==> src/rtl/ln_crc_pkg.sv <==
`timescale 1ns/1ps
package ln_crc_pkg;

    localparam int WORD_W     = 10;
    localparam int LINE_W     = 11;
    localparam int CRC_W      = 18;
    localparam int PREFIX_LEN = 3;
    localparam int H_BIT      = 6;
    localparam int NUM_LANES  = 2;

    localparam logic [CRC_W-1:0]  CRC_MASK  = 18'h23000;
    localparam logic [WORD_W-1:0] WORD_ONES = {WORD_W{1'b1}};
    localparam logic [WORD_W-1:0] WORD_ZERO = '0;

    typedef enum logic [2:0] {
        SLOT_IDLE = 3'd0,
        SLOT_LN0  = 3'd1,
        SLOT_LN1  = 3'd2,
        SLOT_CRC0 = 3'd3,
        SLOT_CRC1 = 3'd4
    } slot_e;

    function automatic logic [CRC_W-1:0] crc_step(input logic [CRC_W-1:0] seed,
                                                   input logic [WORD_W-1:0] data);
        logic [CRC_W-1:0] acc;
        logic             fb;
        acc = seed;
        for (int b = 0; b < WORD_W; b++) begin
            fb  = acc[0] ^ data[b];
            acc = acc >> 1;
            if (fb) acc = acc ^ CRC_MASK;
        end
        return acc;
    endfunction

endpackage

==> src/rtl/ln_crc_trs_detect.sv <==
`timescale 1ns/1ps
module ln_crc_trs_detect
    import ln_crc_pkg::*;
(
    input  logic              clk,
    input  logic              rst,
    input  logic              scan_en,
    input  logic [WORD_W-1:0] word_in,
    output logic              eav_hit,
    output logic              sav_hit
);

    typedef struct packed {
        logic [PREFIX_LEN-1:0][WORD_W-1:0] hist;
    } det_state_t;

    det_state_t state_d, state_q;
    logic [PREFIX_LEN-1:0] pos_ok;
    logic                  prefix_ok;

    // hist[0] is the newest raw word, hist[PREFIX_LEN-1] the oldest
    always_comb begin
        state_d = state_q;
        state_d.hist[0] = word_in;
        for (int i = 1; i < PREFIX_LEN; i++) begin
            state_d.hist[i] = state_q.hist[i-1];
        end
    end

    generate
        for (genvar g = 0; g < PREFIX_LEN; g++) begin : g_prefix
            if (g == PREFIX_LEN - 1) begin : g_lead
                assign pos_ok[g] = (state_q.hist[g] == WORD_ONES);
            end else begin : g_zero
                assign pos_ok[g] = (state_q.hist[g] == WORD_ZERO);
            end
        end
    endgenerate

    assign prefix_ok = &pos_ok;
    assign eav_hit   = scan_en &&  prefix_ok &&  word_in[H_BIT];
    assign sav_hit   =             prefix_ok && !word_in[H_BIT];

    always_ff @(posedge clk) begin
        if (rst) state_q <= '0;
        else     state_q <= state_d;
    end

    // a closing reference is only reported after the full three-word prefix
    assert_eav_prefix_R2: assert property (@(posedge clk) disable iff (rst)
        eav_hit |-> ($past(word_in, 1) == WORD_ZERO &&
                     $past(word_in, 2) == WORD_ZERO &&
                     $past(word_in, 3) == WORD_ONES));

endmodule

==> src/rtl/ln_crc_crc18.sv <==
`timescale 1ns/1ps
module ln_crc_crc18
    import ln_crc_pkg::*;
(
    input  logic              clk,
    input  logic              rst,
    input  logic              seed_zero,
    input  logic              accum,
    input  logic [WORD_W-1:0] word_in,
    output logic [CRC_W-1:0]  crc_out
);

    typedef struct packed {
        logic [CRC_W-1:0] crc;
    } crc_state_t;

    crc_state_t state_d, state_q;

    always_comb begin
        state_d = state_q;
        if (accum) begin
            state_d.crc = crc_step(seed_zero ? '0 : state_q.crc, word_in);
        end
    end

    always_ff @(posedge clk) begin
        if (rst) state_q <= '0;
        else     state_q <= state_d;
    end

    assign crc_out = state_q.crc;

endmodule

==> src/rtl/ln_crc_lane.sv <==
`timescale 1ns/1ps
module ln_crc_lane
    import ln_crc_pkg::*;
(
    input  logic              clk,
    input  logic              rst,
    input  logic [WORD_W-1:0] word_in,
    input  logic [LINE_W-1:0] line_num,
    output logic [WORD_W-1:0] word_out
);

    typedef struct packed {
        slot_e              slot;
        logic [LINE_W-1:0]  ln;
        logic               crc_start;
        logic               crc_en;
        logic [WORD_W-1:0]  out;
    } lane_state_t;

    lane_state_t       state_d, state_q;
    logic              eav_hit, sav_hit;
    logic [CRC_W-1:0]  crc_val;
    logic [WORD_W-1:0] mux_word;

    ln_crc_trs_detect i_detect (
        .clk     (clk),
        .rst     (rst),
        .scan_en (state_q.slot == SLOT_IDLE),
        .word_in (word_in),
        .eav_hit (eav_hit),
        .sav_hit (sav_hit)
    );

    ln_crc_crc18 i_crc (
        .clk       (clk),
        .rst       (rst),
        .seed_zero (state_q.crc_start),
        .accum     (state_q.crc_start || state_q.crc_en),
        .word_in   (mux_word),
        .crc_out   (crc_val)
    );

    always_comb begin
        case (state_q.slot)
            SLOT_LN0:  mux_word = {~state_q.ln[6], state_q.ln[6:0], 2'b00};
            SLOT_LN1:  mux_word = {1'b1, 3'b000, state_q.ln[10:7], 2'b00};
            SLOT_CRC0: mux_word = {~crc_val[8], crc_val[8:0]};
            SLOT_CRC1: mux_word = {~crc_val[17], crc_val[17:9]};
            default:   mux_word = word_in;
        endcase
    end

    always_comb begin
        state_d = state_q;
        state_d.out       = mux_word;
        state_d.crc_start = sav_hit;

        if (state_q.slot == SLOT_LN1)  state_d.crc_en = 1'b0;
        else if (state_q.crc_start)    state_d.crc_en = 1'b1;

        if (eav_hit) state_d.ln = line_num;

        case (state_q.slot)
            SLOT_IDLE: state_d.slot = eav_hit ? SLOT_LN0 : SLOT_IDLE;
            SLOT_LN0:  state_d.slot = SLOT_LN1;
            SLOT_LN1:  state_d.slot = SLOT_CRC0;
            SLOT_CRC0: state_d.slot = SLOT_CRC1;
            default:   state_d.slot = SLOT_IDLE;
        endcase
    end

    always_ff @(posedge clk) begin
        if (rst) state_q <= '0;
        else     state_q <= state_d;
    end

    assign word_out = state_q.out;

    // outside the slots a word leaves one clock later unchanged
    assert_pass_through_R1: assert property (@(posedge clk) disable iff (rst)
        (state_q.slot == SLOT_IDLE) |=> (word_out == $past(word_in)));

    // a detected closing reference always opens the slot sequence at LN0
    assert_slot_start_R9: assert property (@(posedge clk) disable iff (rst)
        eav_hit |=> (state_q.slot == SLOT_LN0));

    // line-number words have zero low bits and an inverted top bit
    assert_ln_format_R3: assert property (@(posedge clk) disable iff (rst)
        (state_q.slot == SLOT_LN0 || state_q.slot == SLOT_LN1) |=>
        (word_out[1:0] == 2'b00 && word_out[9] == ~word_out[8]));

    // upper line-number word has bits 8:6 cleared
    assert_ln_high_R3: assert property (@(posedge clk) disable iff (rst)
        (state_q.slot == SLOT_LN1) |=> (word_out[8:6] == 3'b000));

    // CRC words carry an inverted bit 9
    assert_crc_format_R6: assert property (@(posedge clk) disable iff (rst)
        (state_q.slot == SLOT_CRC0 || state_q.slot == SLOT_CRC1) |=>
        (word_out[9] == ~word_out[8]));

endmodule

==> src/rtl/hd_ln_crc_inserter.sv <==
`timescale 1ns/1ps
module hd_ln_crc_inserter
    import ln_crc_pkg::*;
(
    input  logic              clk,
    input  logic              rst,
    input  logic [WORD_W-1:0] y_in,
    input  logic [WORD_W-1:0] c_in,
    input  logic [LINE_W-1:0] line_num,
    output logic [WORD_W-1:0] y_out,
    output logic [WORD_W-1:0] c_out
);

    logic [NUM_LANES-1:0][WORD_W-1:0] lane_in;
    logic [NUM_LANES-1:0][WORD_W-1:0] lane_out;

    assign lane_in[0] = y_in;
    assign lane_in[1] = c_in;

    // each stream owns its detector, slot sequence and CRC
    generate
        for (genvar g = 0; g < NUM_LANES; g++) begin : g_lane
            ln_crc_lane i_lane (
                .clk      (clk),
                .rst      (rst),
                .word_in  (lane_in[g]),
                .line_num (line_num),
                .word_out (lane_out[g])
            );
        end
    endgenerate

    assign y_out = lane_out[0];
    assign c_out = lane_out[1];

    // a reset edge leaves both outputs at zero
    assert_reset_clear_R8: assert property (@(posedge clk)
        rst |=> (y_out == WORD_ZERO && c_out == WORD_ZERO));

endmodule

==> config.mk <==
export PLATFORM = sky130hd
export DESIGN_NAME = hd_ln_crc_inserter
export DESIGN_NICKNAME = d
export VERILOG_FILES = /design/src/rtl/ln_crc_pkg.sv /design/src/rtl/ln_crc_trs_detect.sv /design/src/rtl/ln_crc_crc18.sv /design/src/rtl/ln_crc_lane.sv /design/src/rtl/hd_ln_crc_inserter.sv
export SDC_FILE = /design/constraint.sdc
export NUM_CORES = 1
export LEC_CHECK = 0
export BUFFER_PORTS_ARGS = -buffer_cell sky130_fd_sc_hd__buf_4
export CORE_MARGIN = 3
export CORE_UTILIZATION = 26
export DETAILED_ROUTE_END_ITERATION = 16
export MAX_ROUTING_LAYER = met4
export PLACE_DENSITY = 0.44
export SLEW_MARGIN = 5
export SYNTH_ARGS = -nofsm -noshare
export SYNTH_HDL_FRONTEND = slang
export SYNTH_SLANG_ARGS = --single-unit
==> constraint.sdc <==
create_clock -name clk -period 5.7 [get_ports clk]
set_input_delay 0.285 -clock clk [delete_from_list [all_inputs] [get_ports clk]]
set_output_delay 0.285 -clock clk [all_outputs]
set_load 0.05 [all_outputs]
==> results.ini, run 1 <==
[outcome]
outcome=completed

[power]
p_int_uw=1720
p_leak_uw=0.00278
vdd_ir_drop_max_mv=0.180
swShare=0.258
power-per-cell-area_mw_per_mm2=302
p_clk_frac=0.466
p_total_uw=2320
p_seq_frac=0.460
comb_power_share=0.074
p_sw_uw=598

[layout]
final_common_cell=dfxtp_1
num_antenna_cells=0
final_area_mm2=0.00769
syn2layout_area_growth_pct=15.5
drive_gt1_frac=0.162
layout_common_cells=dfxtp_1 (148), nor2_1 (82), nor2b_1 (81)
nets=744

[cts]
post-cts-setup-buffer-count=0
htree_levels=4
cts_tree=built
ctsResizeCount=0
cts_buffers=17
cts_max_path_buffers=2
cts_sinks=148
clk_latency_ns=0.41
cts_root_buffer=clkbuf_16
hold_buffers=0
clk_pin_slew_ns=0.06

[critical_path]
crit_fanout=25
required_ns=6.05
crit_path_start_kind=register
worstSetupEndpointType=register
critPathArrivalTime_ns=3.30
crit_type=reg2reg

[synth]
yosysTopAreaCellShare=0.445
synth_nets=733
synth_top_family_by_area=simple AND/OR/NAND/NOR gates
avgSynthCellArea_um2=9.50
ys_types=62
synth_compound_area_frac=0.0944
post-synth-top-area-cell=dfxtp_1
synth_flop_cell=dfxtp_1
syn_area_mm2=0.00665
yosysSeqAreaShare=0.445
async_reset_ff_frac=0
synth.top_cells.by_area=dfxtp_1 (45%), nor2b_1 (7.6%), xnor2_1 (5.8%)
synthesis.instances=700
synth_edf_count=0
synth-xor-area-share=0.105
yosys.area_share.simple=0.228
yosysWarnings=0
synth.area.mux_share=0.0662
synth_fa_ha_area_frac=0
ys_seq_elements=148

[placement]
place_area_mm2=0.00711
dpl.hpwl_um=12100
dp_slack_ns=2.76
place.gp.congestion=0.792
io_buffers=52

[global_route]
grt_use_total=0.125
met2_usage=0.177
grt_pass1_wl_um=26300
grt_pass1_vias=4496
grtUsageMet1=0.180
overflow=0
busiest_layer=met1
grt_antenna_before_repair=0
grt_max_degree=89
met3_usage=0.0209

[hold_path]
holdCritPathClass=in2reg

[timing]
tightest_slew_ns=0.960
hold_violations=0
rsz0062_at_grt=false
holdWs_ns=0.0870
setup_tns_ns=0
setup_violations=0
timing.final.ws_setup_ns=2.76
slew_violations=0
min_period_ns=2.94
fmax_mhz=340
finalCritPeriodShare=0.516
slew-limit-headroom=0.358
skew_ns=0.0106

[job]
maxCapViolations=0

[floorplan]
die_y_um=166
initial_utilization=0.269
fp-row-count=57
dieArea_mm2=0.0275
die_w_um=166
io_pins=53
coreArea_mm2=0.0247

[drt]
drt_iter0_markers=288
via_count=4587
wl_um=16700
drtPass1Iterations=5
drc=0
via_per_inst=4.38
ant_nets=0
avgRoutedWirePerCell_um=15.9

[power by group through the flow]
stage | sequential (µW) | clock [µW] | combinational (µW)
floorplan | 1090 | 0 | 127
global placement | 1090 | 0 | 175
detailed placement | 1090 | 0 | 175
CTS | 1070 | 1130 | 176
global route | 1070 | 1160 | 186
finish | 1070 | 1080 | 172
[worst max-delay path, stage by stage (launching register included)]
cell and delay [ns]:
dfxtp_1 0.83, and2b_1 0.33, a22o_1 0.19, a222oi_1 0.66
xnor2_1 0.23, xnor2_2 0.17, or4_1 0.40, nand3_1 0.08
[per-layer routing]
layer,share of wire,wire (µm),vias up
met5,0,0,-
met4,0.0045,75,0
met3,0.018,294,2
met2,0.45,7450,54
met1,0.53,8900,2142
li1,-,-,2389
[layout make-up]
type	count	area [µm²]
clock buffer	18	439
tap	324	405
multi-input combinational	479	3290
timing repair buffer	55	413
inverter	10	37.5
clock inverter	14	138
sequential	148	2960
fill	2626	17100
[final timing paths]
path	start	end	slack, ns	cells after the start
max reg2reg	g_lane[1].i_lane.state_q[25]	g_lane[1].i_lane.i_crc.crc_out[8]	2.76	7
max	g_lane[1].i_lane.state_q[25]	g_lane[1].i_lane.i_crc.crc_out[8]	2.76	7
min reg2reg	g_lane[0].i_lane.i_detect.state_d[16]	g_lane[0].i_lane.i_detect.state_d[26]	0.46	1
min	c_in[6]	g_lane[1].i_lane.state_q[11]	0.09	2
[sequential cells by signal, indices dropped and copies added, names as in the netlist]
name	cells
g_lane.i_lane.i_detect.state_d	40
g_lane.i_lane.i_crc.crc_out	36
g_lane.i_lane.state_q	32
g_lane.i_lane.i_detect.state_q	20
g_lane.i_lane.word_out	20
[stage by stage]
| stage | std cells | utilization |
|---|---|---|
| 2_1_floorplan | 700 | - |
| 3_3_place_gp | 1016 | 0.287 |
| 6_report | 1048 | 0.311 |
| 4_1_cts | 1048 | 0.311 |
| 3_5_place_dp | 1016 | 0.287 |
| 5_1_grt | 1048 | 0.311 |
[cells in the mapped netlist (all sizes together), types with 2 or more instances]
cell,count
o21ai,8
mux2,5
mux2i,38
nand2b,8
inv,10
nand4,6
o211ai,2
a21o,4
nand3,9
nor3,21
nor4b,4
dfxtp,148
nor2b,81
clkbuf,24
or3b,2
nor2,84
a211oi,18
or2,7
or4,6
xnor2,51
o21a,4
nand3b,4
nor3b,2
and2,4
xor2,6
a221oi,5
a22o,4
nand2,38
nor4,6
buf,39
a21oi,21
a222oi,2
xnor3,5
a221o,2
o22ai,7
[cells by family after synthesis]
| group | count (synthesis) |
|---|---|
| flops | 148 |
| simple gates | 287 |
| compound gates | 86 |
| mux | 43 |
| xor+xnor | 63 |
| buf+inv | 73 |
Note: power is estimated with default switching activity, not from simulation.
==> run 2: changes to the inputs <==
- clock period: 5.7 -> 2.8 ns (I/O delays scaled with it)
==> results.ini, run 2 (synthesized netlist as in run 1, its figures left out) <==
[power]
p_sw_uw=1190
comb_power_share=0.076
p_seq_frac=0.417
vdd_ir_drop_max_mv=0.415
power-per-cell-area_mw_per_mm2=633
swShare=0.228
p_clk_frac=0.507
p_int_uw=4030
p_leak_uw=0.00305

[critical_path]
crit_fanout=16
critPathArrivalTime_ns=2.86
worstSetupEndpointType=register
regToRegSetupSlack_ns=0.27
required_ns=3.13
crit_path_start_kind=register
crit_type=reg2reg

[global_route]
grt_pass1_wl_um=27600
grt_use_total=0.130
grt_pass1_vias=4873
overflow=0
grt_antenna_before_repair=0
grt_max_degree=97

[layout]
fin_cells=1095
fin_util=0.333
multiInputGateArea_mm2=0.00329
drive_gt1_frac=0.175
final_area_mm2=0.00824
final_common_cell=dfxtp_1
largest_reg_flops=40
fill_cells=2559
seqCellArea_mm2=0.00296
syn2layout_area_growth_pct=23.8
nets=791
layout_common_cells=dfxtp_1 (147), nor2_1 (82), nor2b_1 (81)
num_antenna_cells=0

[timing]
finalCritPeriodShare=0.903
holdWs_ns=0.00870
hold_violations=0
rsz0062_at_grt=false
tightest_slew_ns=1.05
slew-limit-headroom=0.303
min_period_ns=2.53
fmax_mhz=396
setup_violations=0
skew_ns=0.00822
setup_tns_ns=0
slew_violations=0

[drt]
wl_um=17100
avgRoutedWirePerCell_um=15.6
drtPass1Iterations=6
via_count=4831
via_per_inst=4.41
ant_nets=0
drt_iter0_markers=329
drc=0

[outcome]
outcome=completed

[floorplan]
fp-row-count=57
die_y_um=166
initial_utilization=0.269
coreArea_mm2=0.0247
die_w_um=166
io_pins=53
dieArea_mm2=0.0275

[placement]
io_buffers=52
dpl.hpwl_um=12400
place.gp.congestion=0.784
place_area_mm2=0.00727
place.detailed.instances=1034

[cts]
cts_sinks=148
cts_max_path_buffers=2
post-cts-setup-buffer-count=0
clk_latency_ns=0.42
htree_levels=4
clk_pin_slew_ns=0.06
cts_tree=built
cts_root_buffer=clkbuf_16
cts_buffers=17

[hold_path]
holdCritPathClass=in2reg

[job]
maxCapViolations=0

run 2: changes by cell type in the layout (fill, tap and decap cells not counted), sizes merged:
cell / before / now
clkinv: 3 / 2
buf: 55 / 73
inv: 19 / 14
bufinv: 0 / 6
dlygate4sd3: 0 / 29
run 2: per-stage QoR:
| step | worst slack, ns | power, µW |
|---|---|---|
| floorplan | 0.522 | 2470 |
| global placement | 0.302 | 2590 |
| detailed placement | 0.216 | 2590 |
| CTS | 0.179 | 5290 |
| global route | 0.0754 | 5410 |
| finish | 0.272 | 5210 |
run 2: area by class of cell:
cell class	instances	share of cell area
Clock inverter	14	0.0301
Timing Repair Buffer	102	0.105
Tap cell	324	0.0492
Inverter	10	0.00456
Sequential cell	148	0.360
Multi-Input combinational cell	479	0.399
Clock buffer	18	0.0521
run 2: per-layer routing:
metal | part of all wire | track usage | wire length, µm
met1 | 0.51 | 0.182 | 8730
met2 | 0.44 | 0.191 | 7520
met3 | 0.034 | 0.0233 | 582
met4 | 0.016 | 0.0427 | 278
met5 | 0 | - | 0
run 2: power by group through the flow:
stage | Combinational [µW] | Sequential [µW] | Clock (µW)
after detailed placement | 365 | 2220 | 0
after global placement | 368 | 2220 | 0
final | 395 | 2180 | 2640
after floorplan | 258 | 2220 | 0
after CTS | 401 | 2180 | 2720
after global routing | 426 | 2180 | 2810
run 2: final timing paths:
path / to / cells after the start / startpoint
setup / recovery: g_lane[1].i_lane.i_crc.crc_out[11] / 6 / g_lane[1].i_lane.state_q[23]
setup reg to reg: g_lane[1].i_lane.i_crc.crc_out[11] / 6 / g_lane[1].i_lane.state_q[23]
hold reg to reg: g_lane[1].i_lane.i_detect.state_d[22] / 1 / g_lane[1].i_lane.i_detect.state_d[12]
hold / removal: g_lane[0].i_lane.i_detect.state_d[17] / 3 / y_in[7]
run 2: what timing repair did:
action,in CTS,in global routing
hold buffers,29,0
resized for setup,0,1
setup endpoints to repair,0,1
endpoints found under the hold margin,43,0
run 2: worst max-delay path: stages (launching register included):
cell and delay [ns]:
dfxtp_1 0.67, and2b_1 0.29, a311o_1 0.28, a21oi_2 0.06, xnor2_1 0.40, xor3_1 0.50, a211oi_1 0.24
